<file path="src/rtl/eew_pkg.sv">
package eew_pkg;

    typedef enum logic [2:0] {
        ST_IDLE,
        ST_FETCH,
        ST_LE_OPEN,
        ST_ADDR_HOLD,
        ST_DATA_SETUP,
        ST_WRITE,
        ST_DONE
    } eew_state_e;

    function automatic int unsigned max3(input int unsigned a, input int unsigned b,
                                         input int unsigned c);
        int unsigned m;
        m = (a > b) ? a : b;
        return (m > c) ? m : c;
    endfunction

endpackage

</file>
<file path="src/rtl/eew_phase_timer.sv">
module eew_phase_timer #(
    parameter int unsigned TW = 8
) (
    input  logic          clk,
    input  logic          rst_n,
    input  logic          load,
    input  logic [TW-1:0] load_val,
    output logic          expired
);
    logic [TW-1:0] cnt_d, cnt_q;

    always_comb begin
        cnt_d = cnt_q;
        if (load) begin
            cnt_d = load_val;
        end else if (cnt_q != '0) begin
            cnt_d = cnt_q - 1'b1;
        end
    end

    always_ff @(posedge clk or negedge rst_n) begin
        if (!rst_n) cnt_q <= '0;
        else        cnt_q <= cnt_d;
    end

    assign expired = (cnt_q == '0);
endmodule

</file>
<file path="src/rtl/eew_pair_counter.sv">
module eew_pair_counter #(
    parameter int unsigned NUM_PAIRS = 256
) (
    input  logic clk,
    input  logic rst_n,
    input  logic clear,
    input  logic inc,
    output logic is_last
);
    localparam int unsigned PW = (NUM_PAIRS > 1) ? $clog2(NUM_PAIRS) : 1;
    localparam logic [PW-1:0] LAST_IDX = PW'(NUM_PAIRS - 1);

    logic [PW-1:0] idx_d, idx_q;

    always_comb begin
        idx_d = idx_q;
        if (clear)    idx_d = '0;
        else if (inc) idx_d = idx_q + 1'b1;
    end

    always_ff @(posedge clk or negedge rst_n) begin
        if (!rst_n) idx_q <= '0;
        else        idx_q <= idx_d;
    end

    assign is_last = (idx_q == LAST_IDX);
endmodule

</file>
<file path="src/rtl/mux_eeprom_writer.sv">
module mux_eeprom_writer
    import eew_pkg::*;
#(
    parameter int unsigned BUS_W      = 8,
    parameter int unsigned NUM_PAIRS  = 256,
    parameter int unsigned LATCH_CYC  = 250,
    parameter int unsigned SETTLE_CYC = 50,
    parameter int unsigned WRITE_CYC  = 2500000
) (
    input  logic             clk,
    input  logic             rst_n,
    input  logic             start,
    input  logic [BUS_W-1:0] pair_addr,
    input  logic [BUS_W-1:0] pair_data,
    input  logic             pair_valid,
    output logic             pair_ready,
    output logic [BUS_W-1:0] shared_bus,
    output logic             addr_le,
    output logic             mem_ce_n,
    output logic             mem_we_n,
    output logic             mem_oe_n,
    output logic             done
);
    localparam int unsigned MAXC = max3(LATCH_CYC, SETTLE_CYC, WRITE_CYC);
    localparam int unsigned TW   = $clog2(MAXC + 1) + 1;
    localparam logic [TW-1:0] LATCH_LD  = TW'(LATCH_CYC - 1);
    localparam logic [TW-1:0] SETTLE_LD = TW'(SETTLE_CYC - 1);
    localparam logic [TW-1:0] WRITE_LD  = TW'(WRITE_CYC - 1);

    typedef struct packed {
        eew_state_e       state;
        logic [BUS_W-1:0] bus;
        logic [BUS_W-1:0] data;
        logic             le;
        logic             ce_n;
        logic             we_n;
        logic             ready;
        logic             done;
    } ctl_t;

    ctl_t ctl_d, ctl_q;

    logic          tmr_load;
    logic [TW-1:0] tmr_val;
    logic          tmr_expired;
    logic          cnt_clear;
    logic          cnt_inc;
    logic          cnt_last;

    eew_phase_timer #(.TW(TW)) u_timer (
        .clk      (clk),
        .rst_n    (rst_n),
        .load     (tmr_load),
        .load_val (tmr_val),
        .expired  (tmr_expired)
    );

    eew_pair_counter #(.NUM_PAIRS(NUM_PAIRS)) u_pairs (
        .clk     (clk),
        .rst_n   (rst_n),
        .clear   (cnt_clear),
        .inc     (cnt_inc),
        .is_last (cnt_last)
    );

    always_comb begin
        ctl_d     = ctl_q;
        ctl_d.done = 1'b0;
        tmr_load  = 1'b0;
        tmr_val   = '0;
        cnt_clear = 1'b0;
        cnt_inc   = 1'b0;

        unique case (ctl_q.state)
            ST_IDLE: begin
                if (start) begin
                    ctl_d.state = ST_FETCH;
                    ctl_d.ready = 1'b1;
                    cnt_clear   = 1'b1;
                end
            end
            ST_FETCH: begin
                if (pair_valid) begin
                    ctl_d.ready = 1'b0;
                    ctl_d.bus   = pair_addr;
                    ctl_d.data  = pair_data;
                    ctl_d.le    = 1'b1;
                    ctl_d.state = ST_LE_OPEN;
                    tmr_load    = 1'b1;
                    tmr_val     = LATCH_LD;
                end
            end
            ST_LE_OPEN: begin
                if (tmr_expired) begin
                    ctl_d.le    = 1'b0;
                    ctl_d.state = ST_ADDR_HOLD;
                    tmr_load    = 1'b1;
                    tmr_val     = SETTLE_LD;
                end
            end
            ST_ADDR_HOLD: begin
                if (tmr_expired) begin
                    ctl_d.bus   = ctl_q.data;
                    ctl_d.state = ST_DATA_SETUP;
                    tmr_load    = 1'b1;
                    tmr_val     = SETTLE_LD;
                end
            end
            ST_DATA_SETUP: begin
                if (tmr_expired) begin
                    ctl_d.ce_n  = 1'b0;
                    ctl_d.we_n  = 1'b0;
                    ctl_d.state = ST_WRITE;
                    tmr_load    = 1'b1;
                    tmr_val     = WRITE_LD;
                end
            end
            ST_WRITE: begin
                if (tmr_expired) begin
                    ctl_d.ce_n = 1'b1;
                    ctl_d.we_n = 1'b1;
                    if (cnt_last) begin
                        ctl_d.state = ST_DONE;
                        ctl_d.done  = 1'b1;
                    end else begin
                        ctl_d.state = ST_FETCH;
                        ctl_d.ready = 1'b1;
                        cnt_inc     = 1'b1;
                    end
                end
            end
            ST_DONE: begin
                ctl_d.state = ST_IDLE;
            end
            default: begin
                ctl_d.state = ST_IDLE;
            end
        endcase
    end

    always_ff @(posedge clk or negedge rst_n) begin
        if (!rst_n) begin
            ctl_q.state <= ST_IDLE;
            ctl_q.bus   <= '0;
            ctl_q.data  <= '0;
            ctl_q.le    <= 1'b0;
            ctl_q.ce_n  <= 1'b1;
            ctl_q.we_n  <= 1'b1;
            ctl_q.ready <= 1'b0;
            ctl_q.done  <= 1'b0;
        end else begin
            ctl_q <= ctl_d;
        end
    end

    assign pair_ready = ctl_q.ready;
    assign shared_bus = ctl_q.bus;
    assign addr_le    = ctl_q.le;
    assign mem_ce_n   = ctl_q.ce_n;
    assign mem_we_n   = ctl_q.we_n;
    assign mem_oe_n   = 1'b1;
    assign done       = ctl_q.done;
endmodule

</file>
<file path="config.mk">
export PLATFORM = sky130hd
export DESIGN_NAME = mux_eeprom_writer
export DESIGN_NICKNAME = d
export VERILOG_FILES = /design/src/rtl/eew_pkg.sv /design/src/rtl/eew_phase_timer.sv /design/src/rtl/eew_pair_counter.sv /design/src/rtl/mux_eeprom_writer.sv
export SDC_FILE = /design/constraint.sdc
export NUM_CORES = 1
export LEC_CHECK = 0
export ABC_CLOCK_PERIOD_IN_PS = 3520
export CAP_MARGIN = 20
export CORE_MARGIN = 2
export CORE_UTILIZATION = 31
export DETAILED_ROUTE_END_ITERATION = 16
export HOLD_SLACK_MARGIN = 0.02
export SLEW_MARGIN = 20
export SYNTH_ARGS = -nofsm -noshare
export SYNTH_HDL_FRONTEND = slang
export SYNTH_SLANG_ARGS = --single-unit
export TNS_END_PERCENT = 5
</file>
<file path="constraint.sdc">
create_clock -name clk -period 3.52 [get_ports clk]
set_input_delay 0.88 -clock clk [delete_from_list [all_inputs] [get_ports clk]]
set_output_delay 0.88 -clock clk [all_outputs]
set_load 0.03 [all_outputs]
</file>
Yosys cells after proc, flatten, opt, wreduce, memory -nomap -nowiden. Index checks and enable logic that the tools add are counted. W data, S select, Z words.

Flip-flop bits (word level): 55. Output and inout port bits: 14.

Add/sub/neg operators: 2. Equal/unequal tests: 13. Mux-type cells: 36. Reductions and logical operators: 17.

Operators with widths (number): $pmux W22 S3 (1); $mux W23 (2); $mux W8 (3); $logic_not A23 Y1 (1); $reduce_bool A23 Y1 (1); $sub A23 B1 Y23 const B (1); $mux W22 (1); $mux W20 (1); $pmux W3 S6 (1); $pmux W8 S2 (1); $mux W3 (5); $ne A2 B2 Y1 const B (7); $mux W1 (13); $mux W11 (1); $reduce_bool A2 Y1 (5); $reduce_and A3 Y1 (3); $add A8 B1 Y8 const B (1); $eq A8 B8 Y1 const B (1); $eq A3 B2 Y1 const B (2); $eq A3 B3 Y1 const B (2); $mux W6 (1); $reduce_and A6 Y1 (1); $reduce_and A5 Y1 (1); $mux W4 (1); 10 further kinds (11).

Depth between registers and ports, before layout.
Word-level depth: 6. Mapped depth: 9. Mapped depth without buffers: 7.

Hierarchy. From an unflattened synthesis, not the netlist that was laid out.

Cells, all modules: 283. Area total of the unflattened synthesis: 2876.5 um^2.

Modules (own cells, without submodules): eew_phase_timer (times used 1, cells each 137, area each 1305.0 um^2, sequential area each 575.6 um^2); mux_eeprom_writer (times used 1, cells each 107, area each 1174.9 um^2, sequential area each 576.8 um^2); eew_pair_counter (times used 1, cells each 39, area each 396.6 um^2, sequential area each 200.2 um^2).

Least setup slack after synthesis. No wires, ideal clock.

Path type: reg-to-reg. From: register u_timer.cnt_q[7]. To: register u_pairs.idx_q[3]. Setup time: 0.078 ns. Arrival time: 2.668 ns. Data required time: 3.442 ns. Slack: 0.775 ns. Stages on the path, launching flop included: 8. Path buffers: 2. Cell sequence: dfrtp_1 or4_4 or4_1 clkbuf_2 or4_1 buf_2 or3_1 a21oi_1.

Cells in the longest elaborated chain, start to end: 4.

RTL lines: start, declared (RTL line eew_phase_timer.sv:10) `logic [TW-1:0] cnt_d, cnt_q;`; start signal, assigned (RTL line eew_phase_timer.sv:23) `else cnt_q <= cnt_d;`; $logic_not A23 Y1 (RTL line eew_phase_timer.sv:26) `assign expired = (cnt_q == '0);`; $mux W1 (RTL line mux_eeprom_writer.sv:119) `if (tmr_expired) begin`; $mux W1 (RTL line mux_eeprom_writer.sv:74) `unique case (ctl_q.state)`; $reduce_bool A2 Y1 (no line); end signal, assigned (RTL line eew_pair_counter.sv:23) `else idx_q <= idx_d;`; end, declared (RTL line eew_pair_counter.sv:13) `logic [PW-1:0] idx_d, idx_q;`.

No other way between the ends. A chain may end at the register's enable or synchronous reset.

Worst setup path after layout. Same ends and word-level chain as after synthesis.

==> impl_metrics.yaml <==
sta:
  worstMarginPinSlew_ps: 603
  setup_viol: 0
  maxSlewViolCount: 0
  slew_headroom: 0.593
  rsz0062_at_grt: "no"
  hold_viol: 0
  fin_crit_sh: 0.835
  finClkSkew_ps: 21.7
  whs_ps: 492
  fmax_ghz: 0.340
  period_minus_slack_ps: 2940
  setup_tns_ps: 0
logic_synthesis:
  synthTopCellsByArea: "dfrtp_1 (47%), nand2_1 (7.9%), o21ai_0 (4.6%), xnor2_1 (3.4%), nor3_1 (3.3%)"
  ys_types: 42
  netlist.top_cell.by_area: "dfrtp_1"
  synth_fp_nets: 345
  yosys_warnings: 0
  netlist_instances: 322
  syn_area_mm2: 0.00285
  synth_seq_cells: 54
  synth-main-ff-cell: "dfrtp_1"
  synth_edf_count: 0
  seq_area_frac_synth: 0.475
  synth_top_area_frac: 0.466
  yosys-top-cells-count: "nand2_1 (60), dfrtp_1 (53), o21ai_0 (26)"
  yosysMostFrequentCell: "nand2_1"
  synthArstFlopShare: 1.00
  syn_area_per_cell_um2: 8.85
route:
  drt_iter0_markers: 160
  vias: 2376
  drtAntennaViolNets: 0
  drt-total-wl_um: 6520
  drt-wirelength-per-cell_um: 14.4
  first_pass_iters: 4
  drc: 0
  via_per_inst: 5.25
cts:
  cts-root-buf: "clkbuf_8"
  clk_pin_slew_ps: 110
  cts_buffers: 5
  cts_tree: "done"
  cts_resized: 0
  cts-htree-levels: 2
  clock-sinks: 54
  cts_setup_buffers: 0
  clk_latency_ps: 310
  cts_hold_buf: 0
  clock_path_buffers: 2
global_route:
  grt_pass1_vias: 2376
  grt_overflow: 0
  grt_usage: 0.139
  grt_max_degree: 45
  antenna_found_initial: 0
  grt_pass1_wl_um: 11400
floorplanning:
  io-pin-count: 34
  start_util: 0.324
  fp.dieH_um: 99.9
  rows: 34
  coreArea_mm2: 0.00881
  die_area_mm2: 0.00997
  die_width_um: 99.9
critical_path:
  required_ps: 3760
  arrival_ps: 3180
  worstPathMaxFanout: 10
  endpoint_kind: "register"
  path_class: "reg2reg"
  critPathLaunchType: "register"
final_layout:
  final_core_util: 0.381
  drive_gt1_frac: 0.0957
  nets: 367
  syn_to_final_growth_pct: 17.9
  antenna_cells: 0
  final_cell_area_mm2: 0.00336
run_status:
  outcome: "complete, no violations"
pwr:
  leakage_nw: 1.33
  powerDensity_mw_per_mm2: 333
  power.total_w: 0.00112
  ir_drop_uv: 175
flow_run:
  drv_cap: 0
placed_design:
  placed_area_mm2: 0.00323
  dp_hpwl_um: 4650
  gp_congestion: 0.898
  port_buffers: 32
worst_hold_path:
  min_path_type: "reg2reg"
-- routing by layer --
metal	vias to the layer above	wire [um]	track usage
li1	1191	-	-
met1	1124	3200	0.195
met2	56	2930	0.227
met3	5	354	0.0265
met4	0	31	0.0274
met5	-	0	0
-- sequential cells by signal, indices dropped and copies added, names as in the netlist --
name and flops:
u_timer.cnt_q 23, ctl_q 11, shared_bus 8, u_pairs.idx_q 8
addr_le 1, done 1, mem_ce_n 1, pair_ready 1
-- worst paths after layout --
path | startpoint | endpoint | slack (ps) | cells past startpoint
min in group asynchronous | rst_n | ctl_q[11] | 530 | 1
min | ctl_q[8] | ctl_q[8] | 490 | 2
max | u_timer.cnt_q[7] | u_pairs.idx_q[3] | 580 | 5
min reg2reg | ctl_q[8] | ctl_q[8] | 490 | 2
max in group asynchronous | rst_n | shared_bus[4] | 2410 | 2
max reg2reg | u_timer.cnt_q[7] | u_pairs.idx_q[3] | 580 | 5
-- layout by cell type, fill, tap and decap left out, drive strengths merged, types with 3 or more instances in the layout --
cell,synthesis,final
or3,5,5
o221a,8,8
ha,3,3
nand4,4,4
nor2b,4,4
dfrtp,53,53
nor3,19,19
nor4,7,7
a31oi,4,4
clkbuf,15,6
nand3,11,11
a211oi,4,4
nor2,25,25
a21oi,11,11
inv,4,5
buf,11,10
a21o,4,4
or4,4,4
clkdlybuf4s50,0,31
or2,3,3
nand2,60,60
o21ai,26,26
xnor2,11,11
-- final cells by class --
class,count,area (um2)
timing repair buffer,41,385
clock inverter,2,38.8
sequential,54,1350
fill,873,5450
inverter,4,15.0
tap,108,135
multi-input combinational,238,1350
clock buffer,6,82.6
-- power by group --
part	total [W]	internal, W	switching, W
clock network	0.000444	0.000234	0.000210
registers	0.000627	0.000623	0.00000332
logic	0.0000489	0.0000243	0.0000245
-- through the flow --
stage	worst slack, ps	cells
after global routing	464	453
after CTS	584	453
after floorplan	775	322
after detailed placement	583	445
final	583	453
after global placement	647	445
-- cells by family after synthesis --
| logic type | share of synthesized area |
|---|---|
| flip-flops | 0.475 |
| buffers and inverters | 0.0536 |
| AND/OR/NAND/NOR | 0.260 |
| XOR/XNOR | 0.0400 |
| AO/OA/AOI/OAI | 0.154 |
| adder cells (fa/ha/maj) | 0.0132 |
| multiplexers | 0.00395 |
| other | 0.00132 |
-- critical path, stage by stage, from the launching register on --
cell and delay, ps:
dfrtp_1 430, or4_4 570, or4_1 640, or4_1 670, or3_1 390, a21oi_1 160
(Power assumes the default switching activity.)
